### src/rtl/mbist_pkg.sv
package mbist_pkg;

    typedef enum logic [2:0] {
        ST_IDLE,
        ST_FILL,
        ST_READ,
        ST_MODIFY,
        ST_PASS,
        ST_FAIL
    } mbist_state_e;

    // Per-element control: address direction, value expected on read,
    // value written after the read, and whether a write follows at all.
    typedef struct packed {
        logic descend;
        logic expect_one;
        logic write_one;
        logic has_write;
    } elem_desc_t;

    localparam logic [2:0] ELEM_FIRST = 3'd0;
    localparam logic [2:0] ELEM_LAST  = 3'd5;

    function automatic elem_desc_t elem_desc(input logic [2:0] idx);
        elem_desc_t d;
        unique case (idx)
            3'd0:    d = '{descend: 1'b0, expect_one: 1'b0, write_one: 1'b0, has_write: 1'b1};
            3'd1:    d = '{descend: 1'b0, expect_one: 1'b0, write_one: 1'b1, has_write: 1'b1};
            3'd2:    d = '{descend: 1'b0, expect_one: 1'b1, write_one: 1'b0, has_write: 1'b1};
            3'd3:    d = '{descend: 1'b1, expect_one: 1'b0, write_one: 1'b1, has_write: 1'b1};
            3'd4:    d = '{descend: 1'b1, expect_one: 1'b1, write_one: 1'b0, has_write: 1'b1};
            default: d = '{descend: 1'b1, expect_one: 1'b0, write_one: 1'b0, has_write: 1'b0};
        endcase
        return d;
    endfunction

    // March X drops the second ascending and the first descending element.
    function automatic logic [2:0] next_elem(input logic [2:0] idx, input logic march_x);
        logic [2:0] n;
        if (march_x && idx == 3'd1) begin
            n = 3'd4;
        end else begin
            n = idx + 3'd1;
        end
        return n;
    endfunction

endpackage

### src/rtl/mbist_addr_seq.sv
module mbist_addr_seq #(
    parameter int ADDR_W = 10
) (
    input  logic              clk,
    input  logic              rst_n,
    input  logic              load_i,
    input  logic              descend_i,
    input  logic              step_i,
    output logic [ADDR_W-1:0] addr_o,
    output logic              at_end_o
);

    localparam logic [ADDR_W-1:0] ADDR_TOP = {ADDR_W{1'b1}};

    logic [ADDR_W-1:0] addr_q;
    logic              dir_q;

    always_ff @(posedge clk or negedge rst_n) begin
        if (!rst_n) begin
            addr_q <= '0;
            dir_q  <= 1'b0;
        end else if (load_i) begin
            addr_q <= descend_i ? ADDR_TOP : '0;
            dir_q  <= descend_i;
        end else if (step_i) begin
            addr_q <= dir_q ? addr_q - 1'b1 : addr_q + 1'b1;
        end
    end

    assign addr_o   = addr_q;
    assign at_end_o = dir_q ? (addr_q == '0) : (addr_q == ADDR_TOP);

endmodule

### src/rtl/mbist_addr_scramble.sv
module mbist_addr_scramble #(
    parameter int ADDR_W   = 10,
    parameter bit SCRAMBLE = 1'b1
) (
    input  logic [ADDR_W-1:0] log_addr_i,
    output logic [ADDR_W-1:0] phys_addr_o
);

    generate
        if (SCRAMBLE && ADDR_W >= 2) begin : g_swap
            // Third and fourth word of every group of four trade places.
            assign phys_addr_o = {log_addr_i[ADDR_W-1:1], log_addr_i[0] ^ log_addr_i[1]};
        end else begin : g_flat
            assign phys_addr_o = log_addr_i;
        end
    endgenerate

endmodule

### src/rtl/mbist_read_check.sv
module mbist_read_check #(
    parameter int DATA_W = 32
) (
    input  logic              check_en_i,
    input  logic              expect_one_i,
    input  logic [DATA_W-1:0] rdata_i,
    output logic              mismatch_o
);

    logic [DATA_W-1:0] expected;

    assign expected   = expect_one_i ? {DATA_W{1'b1}} : {DATA_W{1'b0}};
    assign mismatch_o = check_en_i && (rdata_i != expected);

endmodule

### src/rtl/mbist_march_ctrl.sv
module mbist_march_ctrl
    import mbist_pkg::*;
#(
    parameter int ADDR_W   = 10,
    parameter int DATA_W   = 32,
    parameter bit SCRAMBLE = 1'b1
) (
    input  logic              clk,
    input  logic              rst_n,
    input  logic              start_i,
    input  logic              algo_x_i,
    output logic [ADDR_W-1:0] ram_addr_o,
    output logic [DATA_W-1:0] ram_wdata_o,
    output logic              ram_we_o,
    input  logic [DATA_W-1:0] ram_rdata_i,
    output logic              done_o,
    output logic              fail_o,
    output logic [ADDR_W-1:0] fail_addr_o
);

    mbist_state_e      state_q, state_d;
    logic [2:0]        elem_q, elem_d;
    logic              algo_x_q, algo_x_d;
    logic [ADDR_W-1:0] fail_addr_q, fail_addr_d;

    logic              seq_load, seq_desc, seq_step;
    logic [ADDR_W-1:0] log_addr;
    logic              at_end;
    logic              mismatch;
    elem_desc_t        cur_desc, nxt_desc;
    logic [2:0]        nxt_elem;

    assign cur_desc = elem_desc(elem_q);
    assign nxt_elem = next_elem(elem_q, algo_x_q);
    assign nxt_desc = elem_desc(nxt_elem);

    mbist_addr_seq #(.ADDR_W(ADDR_W)) seq_i (
        .clk      (clk),
        .rst_n    (rst_n),
        .load_i   (seq_load),
        .descend_i(seq_desc),
        .step_i   (seq_step),
        .addr_o   (log_addr),
        .at_end_o (at_end)
    );

    mbist_addr_scramble #(.ADDR_W(ADDR_W), .SCRAMBLE(SCRAMBLE)) scr_i (
        .log_addr_i (log_addr),
        .phys_addr_o(ram_addr_o)
    );

    mbist_read_check #(.DATA_W(DATA_W)) chk_rd_i (
        .check_en_i  (state_q == ST_MODIFY),
        .expect_one_i(cur_desc.expect_one),
        .rdata_i     (ram_rdata_i),
        .mismatch_o  (mismatch)
    );

    // State register
    always_ff @(posedge clk or negedge rst_n) begin
        if (!rst_n) begin
            state_q     <= ST_IDLE;
            elem_q      <= ELEM_FIRST;
            algo_x_q    <= 1'b0;
            fail_addr_q <= '0;
        end else begin
            state_q     <= state_d;
            elem_q      <= elem_d;
            algo_x_q    <= algo_x_d;
            fail_addr_q <= fail_addr_d;
        end
    end

    // Transitions
    always_comb begin
        state_d     = state_q;
        elem_d      = elem_q;
        algo_x_d    = algo_x_q;
        fail_addr_d = fail_addr_q;
        seq_load    = 1'b0;
        seq_desc    = 1'b0;
        seq_step    = 1'b0;
        unique case (state_q)
            ST_IDLE, ST_PASS, ST_FAIL: begin
                if (start_i) begin                 // start
                    state_d  = ST_FILL;
                    elem_d   = ELEM_FIRST;
                    algo_x_d = algo_x_i;
                    seq_load = 1'b1;
                    seq_desc = 1'b0;
                end
            end
            ST_FILL: begin
                if (at_end) begin                  // fill-done
                    state_d  = ST_READ;
                    elem_d   = nxt_elem;
                    seq_load = 1'b1;
                    seq_desc = nxt_desc.descend;
                end else begin
                    seq_step = 1'b1;
                end
            end
            ST_READ: begin
                state_d = ST_MODIFY;               // read-issued
            end
            ST_MODIFY: begin
                if (mismatch) begin                // mismatch
                    state_d     = ST_FAIL;
                    fail_addr_d = log_addr;
                end else if (at_end) begin
                    if (elem_q == ELEM_LAST) begin // all-passed
                        state_d = ST_PASS;
                    end else begin                 // next-element
                        state_d  = ST_READ;
                        elem_d   = nxt_elem;
                        seq_load = 1'b1;
                        seq_desc = nxt_desc.descend;
                    end
                end else begin                     // next-word
                    state_d  = ST_READ;
                    seq_step = 1'b1;
                end
            end
            default: begin
                state_d = ST_IDLE;
            end
        endcase
    end

    // Outputs
    always_comb begin
        ram_we_o    = 1'b0;
        ram_wdata_o = '0;
        done_o      = 1'b0;
        fail_o      = 1'b0;
        unique case (state_q)
            ST_FILL: begin
                ram_we_o = 1'b1;
            end
            ST_MODIFY: begin
                ram_we_o    = cur_desc.has_write && !mismatch;
                ram_wdata_o = cur_desc.write_one ? {DATA_W{1'b1}} : {DATA_W{1'b0}};
            end
            ST_PASS: begin
                done_o = 1'b1;
            end
            ST_FAIL: begin
                done_o = 1'b1;
                fail_o = 1'b1;
            end
            default: begin
            end
        endcase
    end

    assign fail_addr_o = fail_addr_q;

endmodule

### config.mk
export PLATFORM = sky130hd
export DESIGN_NAME = mbist_march_ctrl
export DESIGN_NICKNAME = d
export VERILOG_FILES = /design/src/rtl/mbist_pkg.sv /design/src/rtl/mbist_addr_seq.sv /design/src/rtl/mbist_addr_scramble.sv /design/src/rtl/mbist_read_check.sv /design/src/rtl/mbist_march_ctrl.sv
export SDC_FILE = /design/constraint.sdc
export NUM_CORES = 1
export LEC_CHECK = 0
export ABC_AREA = 1
export BUFFER_PORTS_ARGS = -buffer_cell sky130_fd_sc_hd__clkbuf_2
export CORE_MARGIN = 8
export CORE_UTILIZATION = 30
export DETAILED_ROUTE_END_ITERATION = 12
export HOLD_SLACK_MARGIN = 0.06
export PLACE_DENSITY_LB_ADDON = 0.1
export SYNTH_ARGS = -nofsm -noshare
export SYNTH_HDL_FRONTEND = slang
export SYNTH_SLANG_ARGS = --single-unit
### constraint.sdc
create_clock -name clk -period 6.9 [get_ports clk]
set_input_delay 0.345 -clock clk [delete_from_list [all_inputs] [get_ports clk]]
set_output_delay 0.345 -clock clk [all_outputs]
set_load 0.02 [all_outputs]
* Word level (Yosys, flattened, before mapping)
Index checks and enable logic that the tools add are counted.
Widths: inputs -> output; s select.
** Storage, ports and cells
- Register bits after elaboration :: 28
- Input bits :: 36
- Output and inout port bits :: 55
- Logic and storage cells :: 87
** Cells by class
- Add/subtract/negate cells :: 3
- Equal/unequal tests :: 21
- Muxes and demuxes :: 40
- Bitwise gates (word level) :: 1
- Reductions and logical operators :: 16
** Operators by type and width (number)
- $mux 32 :: 3
- $mux 10 :: 4
- $mux 3 :: 11
- $ne 32x32->1 :: 1
- $pmux 4 s5 :: 1
- $eq 3x2->1 const B :: 6
- $eq 3x3->1 const B :: 5
- $pmux 3 s5 :: 1
- $mux 1 :: 14
- $pmux 3 s4 :: 1
- $add 10x1->10 const B :: 1
- $eq 10x10->1 const B :: 1
- $logic_not 10->1 :: 1
- $ne 2x2->1 const B :: 5
- $sub 10x1->10 const B :: 1
- $eq 3x1->1 const B :: 3
- $logic_not 3->1 :: 3
- $pmux 3 s3 :: 1
- $pmux 1 s2 :: 3
- $reduce_and 2->1 :: 3
- $reduce_and 6->1 :: 1
- $add 3x1->3 const B :: 1
- $logic_and 1x1->1 :: 3
- $pmux 1 s3 :: 1
- 6 further kinds :: 6

* Depth between registers and ports, before layout
Gate-level depths: netlist of the first run.
- Depth after elaboration :: 11
- Depth in mapped cells :: 15
- Mapped depth without buffers :: 14

* Cells and area by module
From an unflattened synthesis of the first run, not the netlist that was laid out.
** Unflattened totals
- Cells, all modules :: 370
- Area total of the unflattened synthesis :: 2524.9 sq um
** By module, submodules not included
- mbist_march_ctrl :: instances 1, cells each 160, area each 1217.4 sq um, seq. area each 425.4 sq um
- mbist_addr_seq :: instances 1, cells each 130, area each 928.4 sq um, seq. area each 275.3 sq um
- mbist_read_check :: instances 1, cells each 66, area each 292.8 sq um, seq. area each 0.0 sq um
- mbist_addr_scramble :: instances 1, cells each 14, area each 86.3 sq um, seq. area each 0.0 sq um

* Worst setup path before layout of the first run
OpenSTA, ideal clock, no wires.
- Kind :: reg2out
- Start point :: reg state_q[2]
- End point :: out ram_wdata_o[10]
- Arrival time :: 3.172 ns
- Required time :: 6.555 ns
- Slack :: 3.383 ns
- Stages on the path, launching flop included :: 7
- Path buffers :: 1
- Cell sequence :: dfrtp_1 -> nor2_4 -> inv_2 -> nor2_4 -> inv_2 -> nor3_1 -> buf_4
** On the way
- Word-level cells in the longest chain between the ends :: 2
** Ends and longest elaborated chain
- start, declared :: line mbist_march_ctrl.sv:21 : mbist_state_e state_q, state_d;
- start signal, assigned :: line mbist_march_ctrl.sv:67 : state_q <= state_d;
- $eq 3x2->1 :: line mbist_march_ctrl.sv:136 : unique case (state_q)
- $mux 32 :: line mbist_march_ctrl.sv:136
- end, declared :: line mbist_march_ctrl.sv:13 : output logic [DATA_W-1:0] ram_wdata_o,
Every way passes these cells.

* Worst setup path after layout of the first run
- Start point :: reg elem_q[0]
- End point :: out ram_we_o
** On the way
- Word-level cells in the longest chain between the ends :: 8
- Elaborated cells on any way between the ends :: 12
- Classes of those cells :: 5 x eq/ne; 3 x mux; 4 x reduce/logical
** Ends and longest elaborated chain
- start, declared :: line mbist_march_ctrl.sv:22 : logic [2:0] elem_q, elem_d;
- start signal, assigned :: line mbist_march_ctrl.sv:68 : elem_q <= elem_d;
- $eq 3x3->1, or another cell as far along :: line mbist_pkg.sv:26 : unique case (idx)
- $pmux 3 s5 * :: line mbist_pkg.sv:26
- $mux 32 :: line mbist_read_check.sv:12 : assign expected = expect_one_i ? {DATA_W{1'b1}} : {DATA_W{1'b0}};
- $ne 32x32->1 :: line mbist_read_check.sv:13 : assign mismatch_o = check_en_i && (rdata_i != expected);
- $logic_and 1x1->1 :: line mbist_read_check.sv:13
- $logic_not 1->1 :: line mbist_march_ctrl.sv:141 : ram_we_o = cur_desc.has_write && !mismatch;
- $logic_and 1x1->1 * :: line mbist_march_ctrl.sv:141
- $pmux 1 s2 * :: line mbist_march_ctrl.sv:136
- end, declared :: line mbist_march_ctrl.sv:14 : output logic ram_we_o,
Mark *: on every way between the ends. The rest lies on a longest branch, timed or not.

==> results by stage, run 1 <==
Pwr:
- Of the total power, combinational logic draws 0.556.
- Of the total power, the clock network draws 0.154.
- The switching power total is 436.5 uW.
- The internal power summed over all cells is 428.1 uW.
- The worst vdd rail ir drop is 0.00009934 V.
- Dividing total power by cell area gives a power density of 291.2 nW/um2.
- Of the total power, the share spent switching nets is 0.5049.
- The relative contribution of sequential cells to total power is 0.291.
- The analysis attributes to cell leakage a power of 0.001761 uW.

CTS:
- The clock tree from TritonCTS is yes.
- The deepest clock path buffer count is 2.
- The count of instances resized after the clock tree is built is 0.
- The setup fix buffers added after clock tree synthesis is 0.
- The cts-stage hold buffer count is 0.
- The tree is rooted in a clkbuf_8.
- Counting every sink on the clock net gives 28.
- CTS built an H-tree with a depth of 1.
- Clock-pin slew was measured on the worst setup and hold paths at 100 ps.
- The later pin in the worst-skew pair is clocked with a latency of 280 ps.
- The number of CTS-inserted buffers is 3.

Yosys:
- The share of the Yosys chip area taken by registers is 0.2633.
- Counting every net in the synthesized netlist gives 441.
- By area the synthesized netlist is led by dfrtp_1, nand2_1, buf_4.
- The post-synthesis instance total is 390.
- The cell area after technology mapping is 2661 um2.
- The mean cell area of the mapped netlist is 6.824 um2.
- The synthesized design contains 28 register bits.
- The Yosys step of the flow raised 0 warnings.
- The cell taking the most area after synthesis is dfrtp_1.
- The share of synthesized area in the top cell type comes to 0.2633.
- The netlist uses 36 different library cells.

Worst setup path:
- The worst setup path is launched from a flop.
- The setup path with the least slack is of type reg -> out.
- Data on the critical path arrives at its endpoint at 2650 ps.
- The required time reported for the critical path endpoint is 6550 ps.
- The critical path capture point type is an output port.
- The critical-path maximum fanout is 20.

Floorplan:
- The effective utilization at floorplan is 0.3067.
- The core region is 8678 um2.
- The count of pins on the block boundary is 91.
- The die covers 12140 um2.
- The width of the die is 110.2 um.
- The floorplan step set the die height to 110.2 um.
- The floorplan has 34 rows.

Placement:
- The pre-CTS setup slack is 4209 ps.
- The HPWL after detailed placement is 6.070 mm.
- The count of buffers added on input and output ports is 90.
- The global placer's final weighted congestion is 0.7994.

Global route:
- For this run, the total global-route usage over all layers was measured as 0.1156.
- The number of antenna violations at the first check in global routing is 0.
- After global routing the overflow that remains totals 0.
- The via count of the first global-routing pass was 2316.
- The wire length of the first global-routing pass is 11.35 mm.
- Entering global routing, the biggest net connects 33 pins.

Route:
- The number of iterations in the first detailed-routing pass is 4.
- The first routing iteration left 105 violations.
- Dividing the detail-routed wire length by the instance count gives 13.08 um.
- After detailed routing, the number of remaining DRC violations is 0.
- The routed layout has 2464 vias.
- Summed over all layers, the routed wires come to 7.128 mm.
- After detailed routing, the number of vias per cell comes to 4.521.
- The detail route stage leaves a number of antenna-violating nets equal to 0.

Layout:
- 0 antenna diodes ended up in the layout.
- At the end of the flow, the number of nets in the layout was 489.
- Compared with the post-synthesis result, the final layout area differs by 11.57%.
- For this run, the share of the core covered by cells in the final layout is 0.3421.
- The proportion of layout cells with a drive suffix above 1 is 0.2883.

Job:
- The tool flagged a number of max-cap violations equal to 0.

Timing:
- The number of endpoints with negative hold slack in the final report came to 0.
- The total negative setup slack is 0 ps.
- Setup repair after global routing left no endpoint under its margin.
- The maximum clock frequency is 333.8 MHz.
- Dividing the final minimum period by the clock period gives 0.4342.
- The number of max-slew violations in the final report came to 0.
- At the pin with the least slew margin, the transition time is 812.8 ps.
- The final setup skew is 5.045 ps.
- The setup slack of the critical path after layout is 3904 ps.
- Measured against its own limit, the worst slew margin works out to 0.4581.
- The worst slack on hold paths is 108.9 ps.
- The final count of negative-setup-slack endpoints is 0.
- The final period demand of the worst path is 2996 ps.

Outcome:
- The run finished with clean final reports.

Hold path:
- The tightest min-delay check is of the in -> async type.
synth_stat cells:
cell type	count
o21ai_1	1
xnor2_1	1
ha_1	14
a31oi_1	1
a21oi_1	5
nor3_1	3
nor2_1	48
buf_2	1
nand3_2	10
buf_1	1
buf_4	43
inv_2	5
inv_4	1
a21o_1	1
nand2_2	5
buf_6	1
nand2_1	124
o21ai_0	16
xor2_1	3
nand3b_4	1
o31ai_1	1
a21oi_2	1
nand3_1	12
nand3_4	1
buf_8	1
nand2_4	2
nor3b_1	1
inv_1	34
clkbuf_1	1
o21bai_1	2
dfrtp_1	28
or2_2	1
nor2_4	3
o211ai_1	1
fa_1	1
nand4_1	15
flip-flops by register name, indices dropped and copies added, names as in the netlist:
register and cells:
state_q 3, seq_i.addr_o 10, seq_i.dir_q 1, algo_x_q 1, elem_q 3, fail_addr_o 10
cell usage in the layout, fill, tap and decap left out, drive strengths merged, types with 2 or more instances in the layout:
cell type	Yosys	final
nand2	131	131
clkbuf	1	93
nor2	51	51
inv	40	40
dfrtp	28	28
nand3	23	23
o21ai	17	17
nand4	15	15
ha	14	14
a21oi	6	6
xor2	3	3
nor3	3	3
o21bai	2	2
logic make-up after synthesis:
logic type,after synthesis,share of synthesized area
flip-flops,28,0.2633
XOR/XNOR,4,0.01317
buffers and inverters,88,0.1932
AND/OR/NAND/NOR,226,0.3959
adder cells (fa/ha/maj),15,0.07334
AO/OA/AOI/OAI,29,0.06112
through the flow:
step / instance area [um2] / total power [uW] / std cells
6_report: 2969 / 864.6 / 545
5_1_grt: 2969 / 942.2 / 545
4_1_cts: 2969 / 879.3 / 545
3_5_place_dp: 2898 / 743.2 / 541
3_3_place_gp: 2898 / 743.6 / 541
2_1_floorplan: 2661 / 652.3 / 390
area by class of cell:
type / count / area (um2)
Timing Repair Buffer: 91 / 457.9
Tap cell: 108 / 135.1
Clock inverter: 1 / 30.03
Fill cell: 955 / 5709
Sequential cell: 28 / 700.7
Clock buffer: 3 / 41.29
Inverter: 40 / 152.6
Multi-Input combinational cell: 274 / 1451
critical path, stage by stage (launching register included):
cell      delay, ps
dfrtp_1         420
inv_1           180
ha_1            200
nand2_1          60
nand2_1         100
nand3_1          80
nand3b_4        170
nand3_1         490
inv_2           120
o31ai_1         310
clkbuf_2        230
metal layers:
| metal | part of all wire | global-route usage |
|---|---|---|
| met1 | 0.46 | 0.1506 |
| met2 | 0.44 | 0.1965 |
| met3 | 0.098 | 0.01453 |
| met4 | 0.0091 | 0.03140 |
| met5 | 0 | 0 |
path summary, 6_finish.rpt:
| kind | start | end | slack, ps | cells past startpoint |
|---|---|---|---|---|
| setup / recovery | elem_q[0] | ram_we_o | 3900 | 10 |
| hold / removal | rst_n | algo_x_q | 110 | 1 |
| setup reg to reg | elem_q[0] | seq_i.addr_o[5] | 4420 | 11 |
| hold reg to reg | fail_addr_o[4] | fail_addr_o[4] | 490 | 2 |
| max in group asynchronous | rst_n | seq_i.addr_o[3] | 6300 | 1 |
| min in group clk | algo_x_i | algo_x_q | 260 | 3 |
power groups by stage:
stage	sequential (uW)	combinational, uW	clock (uW)
floorplan	255	397	0
global placement	255	488	0
detailed placement	256	488	0
CTS	252	489	138
global route	259	540	143
finish	251	480	133
Power figures use the tool's default switching activity.
==> inputs of run 2 (changes only) <==
clock period = 2.6 ns   (was 6.9 ns; I/O delays follow)
==> run 2 against run 1 <==
Against the previous run:
- final area rose by 1.4%
- global-route usage down 0.10 points
- clock-buffer cell count did not move
- cell count is 0.92% higher
==> results by stage, run 2 (synthesis results as in run 1) <==
Floorplan:
- The total die area is 12140 um2 (unchanged).
- The standard cell core area came to 8678 um2 (unchanged).
- The effective utilization at floorplan came to 0.3067 (unchanged).
- The count of pins on the block boundary is 91 (unchanged).
- The width of the die is 110.2 um (unchanged).
- The vertical die dimension is 110.2 um (unchanged).
- The total number of placement rows was 34 (unchanged).

Layout:
- The number of standard cells in the final layout excluding fillers is 550 (+0.92%).
- The layout-stage area growth over the synthesis result is 13.16%.
- The count of antenna diodes in the layout was 0 (unchanged).
- The number of fillers in the final layout is 940 (-1.6%).
- The number of nets in the finished design was 494 (+1.0%).
- The area taken by multi-input logic gates was 1451 um2 (unchanged).
- In the layout the commonest cells are nand2_1, clkbuf_2, nor2_1.
- Leaving out fill and tap cells, the most frequent cell in the layout is nand2_1.
- The storage element area came to 700.7 um2 (unchanged).
- The proportion of layout cells with a drive suffix above 1 is 0.2919 (+0.003526).

Timing:
- The number of endpoints with negative hold slack in the final report is 0 (unchanged).
- Setup repair after global routing left no endpoint under its margin.
- The transition time at the pin with the least slew margin is 776.5 ps (-36.27 ps).
- The worst path in the final design needs a cycle of 2306 ps, including I/O delays and setup.
- The final setup skew is 5.433 ps (+0.3877 ps).
- Of the available clock period, the critical path in the final layout requires 0.8870.
- Based on the critical path, the design can be clocked at up to 433.6 MHz.
- The total negative setup slack was 0 ps (unchanged).
- The number of max-slew violations in the final report was 0 (unchanged).
- The worst max-slew margin expressed relative to the limit was 0.4823 (+0.02418).
- The setup slack of the critical path after layout is 293.7 ps (-3610 ps).
- The final count of negative-setup-slack endpoints is 0 (unchanged).
- The worst slack on hold paths is 184.4 ps (+75.54 ps).

Global route:
- The via count of the first global-routing pass is 2345 (+1.3%).
- The number of antenna violations at the first check in global routing is 0 (unchanged).
- The global routing usage on met1 was 0.1508 (+0.0001900).
- The met3 routing resource usage after global routing is 0.01337 (-0.001163).
- The total global-route track usage came to 0.1146 (-0.001014).
- The leftover overflow at the end of global routing was 0 (unchanged).
- The global-route track usage on met2 was 0.1931 (-0.003425).
- The wire length of the first global-routing pass came to 11.31 mm (-0.36%).
- The largest net degree at the start of global routing is 33 (unchanged).
- The global routing stage identified its most utilized layer as met2.

Worst setup path:
- The critical path depth is 10 (unchanged).
- The data arrival time of the critical path is 2180 ps (-470 ps).
- The required time reported for the critical path endpoint came to 2470 ps (-4080 ps).
- The path depth of the worst reg2reg path was 12 (+1).
- The worst setup path is captured at an output port.
- The family with the most delay on the worst path is simple AND/OR/NAND/NOR gates.
- The peak per-stage delay on the critical path came to 430 ps (-60 ps).
- The critical-path maximum fanout came to 6 (-70%).
- The nature of the critical path startpoint is a flop.
- The cell with the largest stage delay on the worst path is dfrtp_1.
- The signal on the critical path passes through inv_1 > ha_1 > nand2_1 > nand2_1 > nand3_1 > nand3b_4 > nand3_1 > inv_2 > o31ai_1 > clkbuf_2.
- The type of the worst setup path is reg -> out.
- The number of buffer and inverter stages on the critical path is 3 (unchanged).

Route:
- The number of nets with antenna violations after routing is 0 (unchanged).
- The number of iterations in the first detailed-routing pass is 4 (unchanged).
- The DRC marker count from the first detailed-route iteration is 92 (-12%).
- The average wire length per cell after detail routing was 12.91 um (-1.3%).
- The number of remaining DRC errors is 0 (unchanged).
- The via count of the routed design was 2449 (-0.61%).
- The routed wire length is 7.102 mm (-0.36%).
- The via-per-instance ratio is 4.453 (-1.5%).

CTS:
- The deepest clock path buffer count is 2 (unchanged).
- The H-tree depth is 1 (unchanged).
- The source-to-sink clock delay at the later pin of the worst-skew pair is 280 ps (about the same).
- The cell at the root of the clock tree is clkbuf_8.
- The number of CTS-inserted buffers was 3 (unchanged).
- The clock net sink count came to 28 (unchanged).
- The clock transition at the registers of the reported paths was 110 ps (about the same).
- The clock tree from TritonCTS is yes.

Placement:
- The pre-CTS setup slack is 320.7 ps (-3889 ps).
- The global placer's final weighted congestion is 0.7932 (-0.78%).
- The post-placement cell count is 544 (+0.55%).
- The number of buffers added on ports is 90 (unchanged).
- The final HPWL from detailed placement is 5.945 mm (-2.1%).

Hold path:
- The kind of path behind the tightest hold check is in -> reg.
- Along the worst hold path, the cell count comes to 5.

Pwr:
- The overall power was 2307 uW (+170%).
- The worst vdd rail ir drop was 0.0002818 V (+180%).
- The power per standard cell area is 766.0 nW/um2 (+160%).
- The static leakage power is 0.001784 uW (+1.3%).

Job:
- The reported max-cap violation count is 0 (unchanged).

Outcome:
- The flow ran to the end, and the final reports show no timing, DRC or antenna violations.
-- run 2: changes by cell type in the layout (fill, tap and decap cells not counted), sizes merged --
| cell | previous run | this run |
|---|---|---|
| dlygate4sd3 | 0 | 2 |
| buf | 1 | 4 |
-- run 2: repair_timing --
| item | CTS | global route |
|---|---|---|
| resized for setup | 0 | 0 |
| setup buffers | 0 | 0 |
| endpoints found under the hold margin | 29 | 0 |
| hold buffers | 2 | 0 |
| setup endpoints to repair | 0 | 0 |
-- run 2: worst paths after layout --
| path | startpoint | endpoint | slack (ps) |
|---|---|---|---|
| min in group asynchronous | rst_n | state_q[2] | 440 |
| setup reg to reg | seq_i.addr_o[1] | seq_i.addr_o[2] | 320 |
| hold reg to reg | algo_x_q | algo_x_q | 490 |
| hold / removal | start_i | algo_x_q | 180 |
| setup / recovery | elem_q[0] | ram_we_o | 290 |
| max in group asynchronous | rst_n | seq_i.addr_o[3] | 1660 |
-- run 2: stage by stage --
stage,utilization,area [um2]
floorplan,-,2666
global placement,0.3365,2920
detailed placement,0.3365,2920
CTS,0.3470,3012
global route,0.3470,3012
finish,0.3470,3012
-- run 2: where the power goes --
group | total [uW] | internal, uW | switching (uW)
sequential | 669 | 541 | 128
combinational | 1280 | 409 | 873
clock | 356 | 206 | 149
-- run 2: layout make-up --
class | count | share of cell area
inverters | 40 | 0.05069
repair buffers | 96 | 0.1662
flip-flops and latches | 28 | 0.2327
clock inverters | 1 | 0.009971
multi-input cells | 274 | 0.4819
well taps | 108 | 0.04487
clock buffers | 3 | 0.01371
-- run 2: metal layers --
layer | part of all wire | vias to the layer above | routed length [um]
li1 | - | 1303 | -
met1 | 0.47 | 1063 | 3363
met2 | 0.43 | 79 | 3032
met3 | 0.090 | 4 | 641
met4 | 0.0092 | 0 | 65
met5 | 0 | - | 0
-- run 2: worst register-to-register path, stage by stage, from the launching register on --
cell and delay, ps:
dfrtp_1 470, inv_1 150, ha_1 220, nand2_1 60, nor2_1 30, nand3_1 90, nand2_2 100, nand2_1 370
nand3_4 160, inv_4 190, nand2_2 170, nand2_1 120, nand2_1 50
==> inputs of run 3 (changes only) <==
CTS_BUF_LIST = sky130_fd_sc_hd__clkbuf_2   (was not set)
PLACE_DENSITY_LB_ADDON = not set   (was 0.1)
==> run 3 against run 2 <==
Against the previous run:
- critical path depth unchanged
- cell count unchanged
- die area unchanged
- setup slack got worse by 44 ps
- fmax decreased by 1.9%
- clock-buffer cell count unchanged
- final area decreased by 0.87%
- largest cell class unchanged
- non-clock buffer count unchanged
- via count increased by 1.6%
==> results by stage, run 3 (synthesis results as in run 1) <==
Global route:
- The number of antenna violations at the first check in global routing is 0 (unchanged).
- The total global-route track usage is 0.1023 (-0.01226).
- The wire length of the first global-routing pass is 10.32 mm (-8.8%).
- The largest net degree at the start of global routing is 33 (unchanged).
- The leftover overflow at the end of global routing is 0 (unchanged).
- The via count of the first global-routing pass came to 2341 (-0.17%).

Floorplan:
- The width of the die is 110.2 um (unchanged).
- The count of pins on the block boundary is 91 (unchanged).
- The standard cell core area came to 8678 um2 (unchanged).
- The vertical die dimension is 110.2 um (unchanged).
- The effective utilization at floorplan is 0.3067 (unchanged).
- The total die area was 12140 um2 (unchanged).
- The total number of placement rows was 34 (unchanged).

Worst setup path:
- The critical-path maximum fanout was 6 (unchanged).
- The required time reported for the critical path endpoint is 2470 ps (about the same).
- The critical path capture point type is an output port.
- The type of the worst setup path is reg -> out.
- The data arrival time of the critical path came to 2220 ps (+40 ps).
- STA classifies the critical path startpoint as a flop.

Layout:
- The utilization after layout came to 0.3440 (-0.003028).
- Relative to the synthesized area, the layout overhead comes to 12.18%.
- The number of nets in the finished design was 494 (unchanged).
- The count of antenna diodes in the layout is 0 (unchanged).
- The proportion of layout cells with a drive suffix above 1 was 0.2919 (unchanged).
- In the layout the commonest cells are nand2_1, clkbuf_2, nor2_1.
- The library cell used most frequently in the layout, excluding fill and tap cells, is nand2_1.

CTS:
- The clock transition at the registers of the reported paths came to 250 ps (+140 ps).
- The H-tree depth is 1 (unchanged).
- The clock net sink count is 28 (unchanged).
- The cts-stage hold buffer count is 2 (unchanged).
- The count of instances resized after the clock tree is built is 0 (unchanged).
- The source-to-sink clock delay at the later pin of the worst-skew pair is 360 ps (+80 ps).
- The cell at the root of the clock tree is clkbuf_2.
- The setup fix buffers added after clock tree synthesis was 0 (unchanged).
- The deepest clock path buffer count is 2 (unchanged).
- The number of CTS-inserted buffers was 3 (unchanged).
- The clock tree from TritonCTS is yes.

Timing:
- The transition time at the pin with the least slew margin was 690.3 ps (-86.17 ps).
- Setup repair after global routing left no endpoint under its margin.
- The final period demand of the worst path came to 2350 ps (+43.91 ps).
- The final count of negative-setup-slack endpoints was 0 (unchanged).
- The final setup skew was 11.18 ps (+5.750 ps).
- The number of endpoints with negative hold slack in the final report came to 0 (unchanged).
- The number of max-slew violations in the final report is 0 (unchanged).
- The maximum clock frequency was 425.5 MHz (-1.9%).
- The worst max-slew margin expressed relative to the limit was 0.5398 (+0.05745).
- The final cycle utilization of the critical path was 0.9039 (+0.01689).
- The total negative setup slack is 0 ps (unchanged).

Route:
- The number of iterations in the first detailed-routing pass is 4 (unchanged).
- The routed wire length was 6.348 mm (-11%).
- The via count of the routed design was 2487 (+1.6%).
- The via-per-instance ratio is 4.522 (+1.6%).
- The DRC marker count from the first detailed-route iteration was 113 (+23%).
- The number of nets with antenna violations after routing was 0 (unchanged).
- The average wire length per cell after detail routing is 11.54 um (-11%).
- The number of remaining DRC errors is 0 (unchanged).

Job:
- The reported max-cap violation count is 0 (unchanged).

Hold path:
- The kind of path behind the tightest hold check is in -> reg.

Placement:
- The number of buffers added on ports came to 90 (unchanged).
- The final HPWL from detailed placement is 5.423 mm (-8.8%).
- The global placer's final weighted congestion is 0.8440 (+6.4%).

Pwr:
- The static leakage power is 0.001774 uW (-0.51%).
- The power per standard cell area is 740.4 nW/um2 (-3.3%).
- The worst vdd rail ir drop is 0.0002578 V (-8.5%).

Outcome:
- The run finished with clean final reports.
run 3: area by class of cell:
type,count,area (um2)
Sequential cell,28,700.7
Inverter,40,152.6
Timing Repair Buffer,96,500.5
Clock buffer,3,15.01
Fill cell,931,5693
Clock inverter,1,30.03
Tap cell,108,135.1
Multi-Input combinational cell,274,1451
run 3: path summary, 6_finish.rpt:
| kind | start | end | slack (ps) | depth (start not counted) |
|---|---|---|---|---|
| setup / recovery | elem_q[0] | ram_we_o | 250 | 10 |
| hold / removal | start_i | algo_x_q | 80 | 5 |
| setup reg to reg | seq_i.addr_o[1] | seq_i.addr_o[0] | 260 | 12 |
| hold reg to reg | algo_x_q | algo_x_q | 520 | 2 |
| max in group asynchronous | rst_n | elem_q[0] | 1850 | 2 |
| min in group asynchronous | rst_n | fail_addr_o[6] | 310 | 2 |
run 3: per-stage QoR:
step	power, uW	setup slack (ps)	instances	cell area (um2)	hold slack [ps]
finish	2210	249.8	550	2985	78.93
global route	2420	39.72	550	2985	76.30
CTS	2236	188.8	550	2985	68.48
detailed placement	1967	304.8	544	2920	206.9
global placement	1970	329.9	544	2920	217.6
floorplan	1730	225.7	390	2666	-165.6
run 3: per-layer routing:
metal / vias up / GRT usage / wire length [um]
met5: - / 0 / 0
met4: 0 / 0.02284 / 40
met3: 2 / 0.009884 / 500
met2: 73 / 0.1884 / 3038
met1: 1111 / 0.1252 / 2769
li1: 1301 / - / -
run 3: critical path, stage by stage (launching register included):
cell	delay [ps]
dfrtp_1	470
inv_1	190
ha_1	200
nand2_1	50
nand2_1	90
nand3_1	70
nand3b_4	170
nand3_1	140
inv_2	70
o31ai_1	200
clkbuf_2	220
run 3: power breakdown:
| group | switching [uW] | internal, uW |
|---|---|---|
| registers | 127 | 540 |
| logic | 870 | 412 |
| clock network | 129 | 132 |
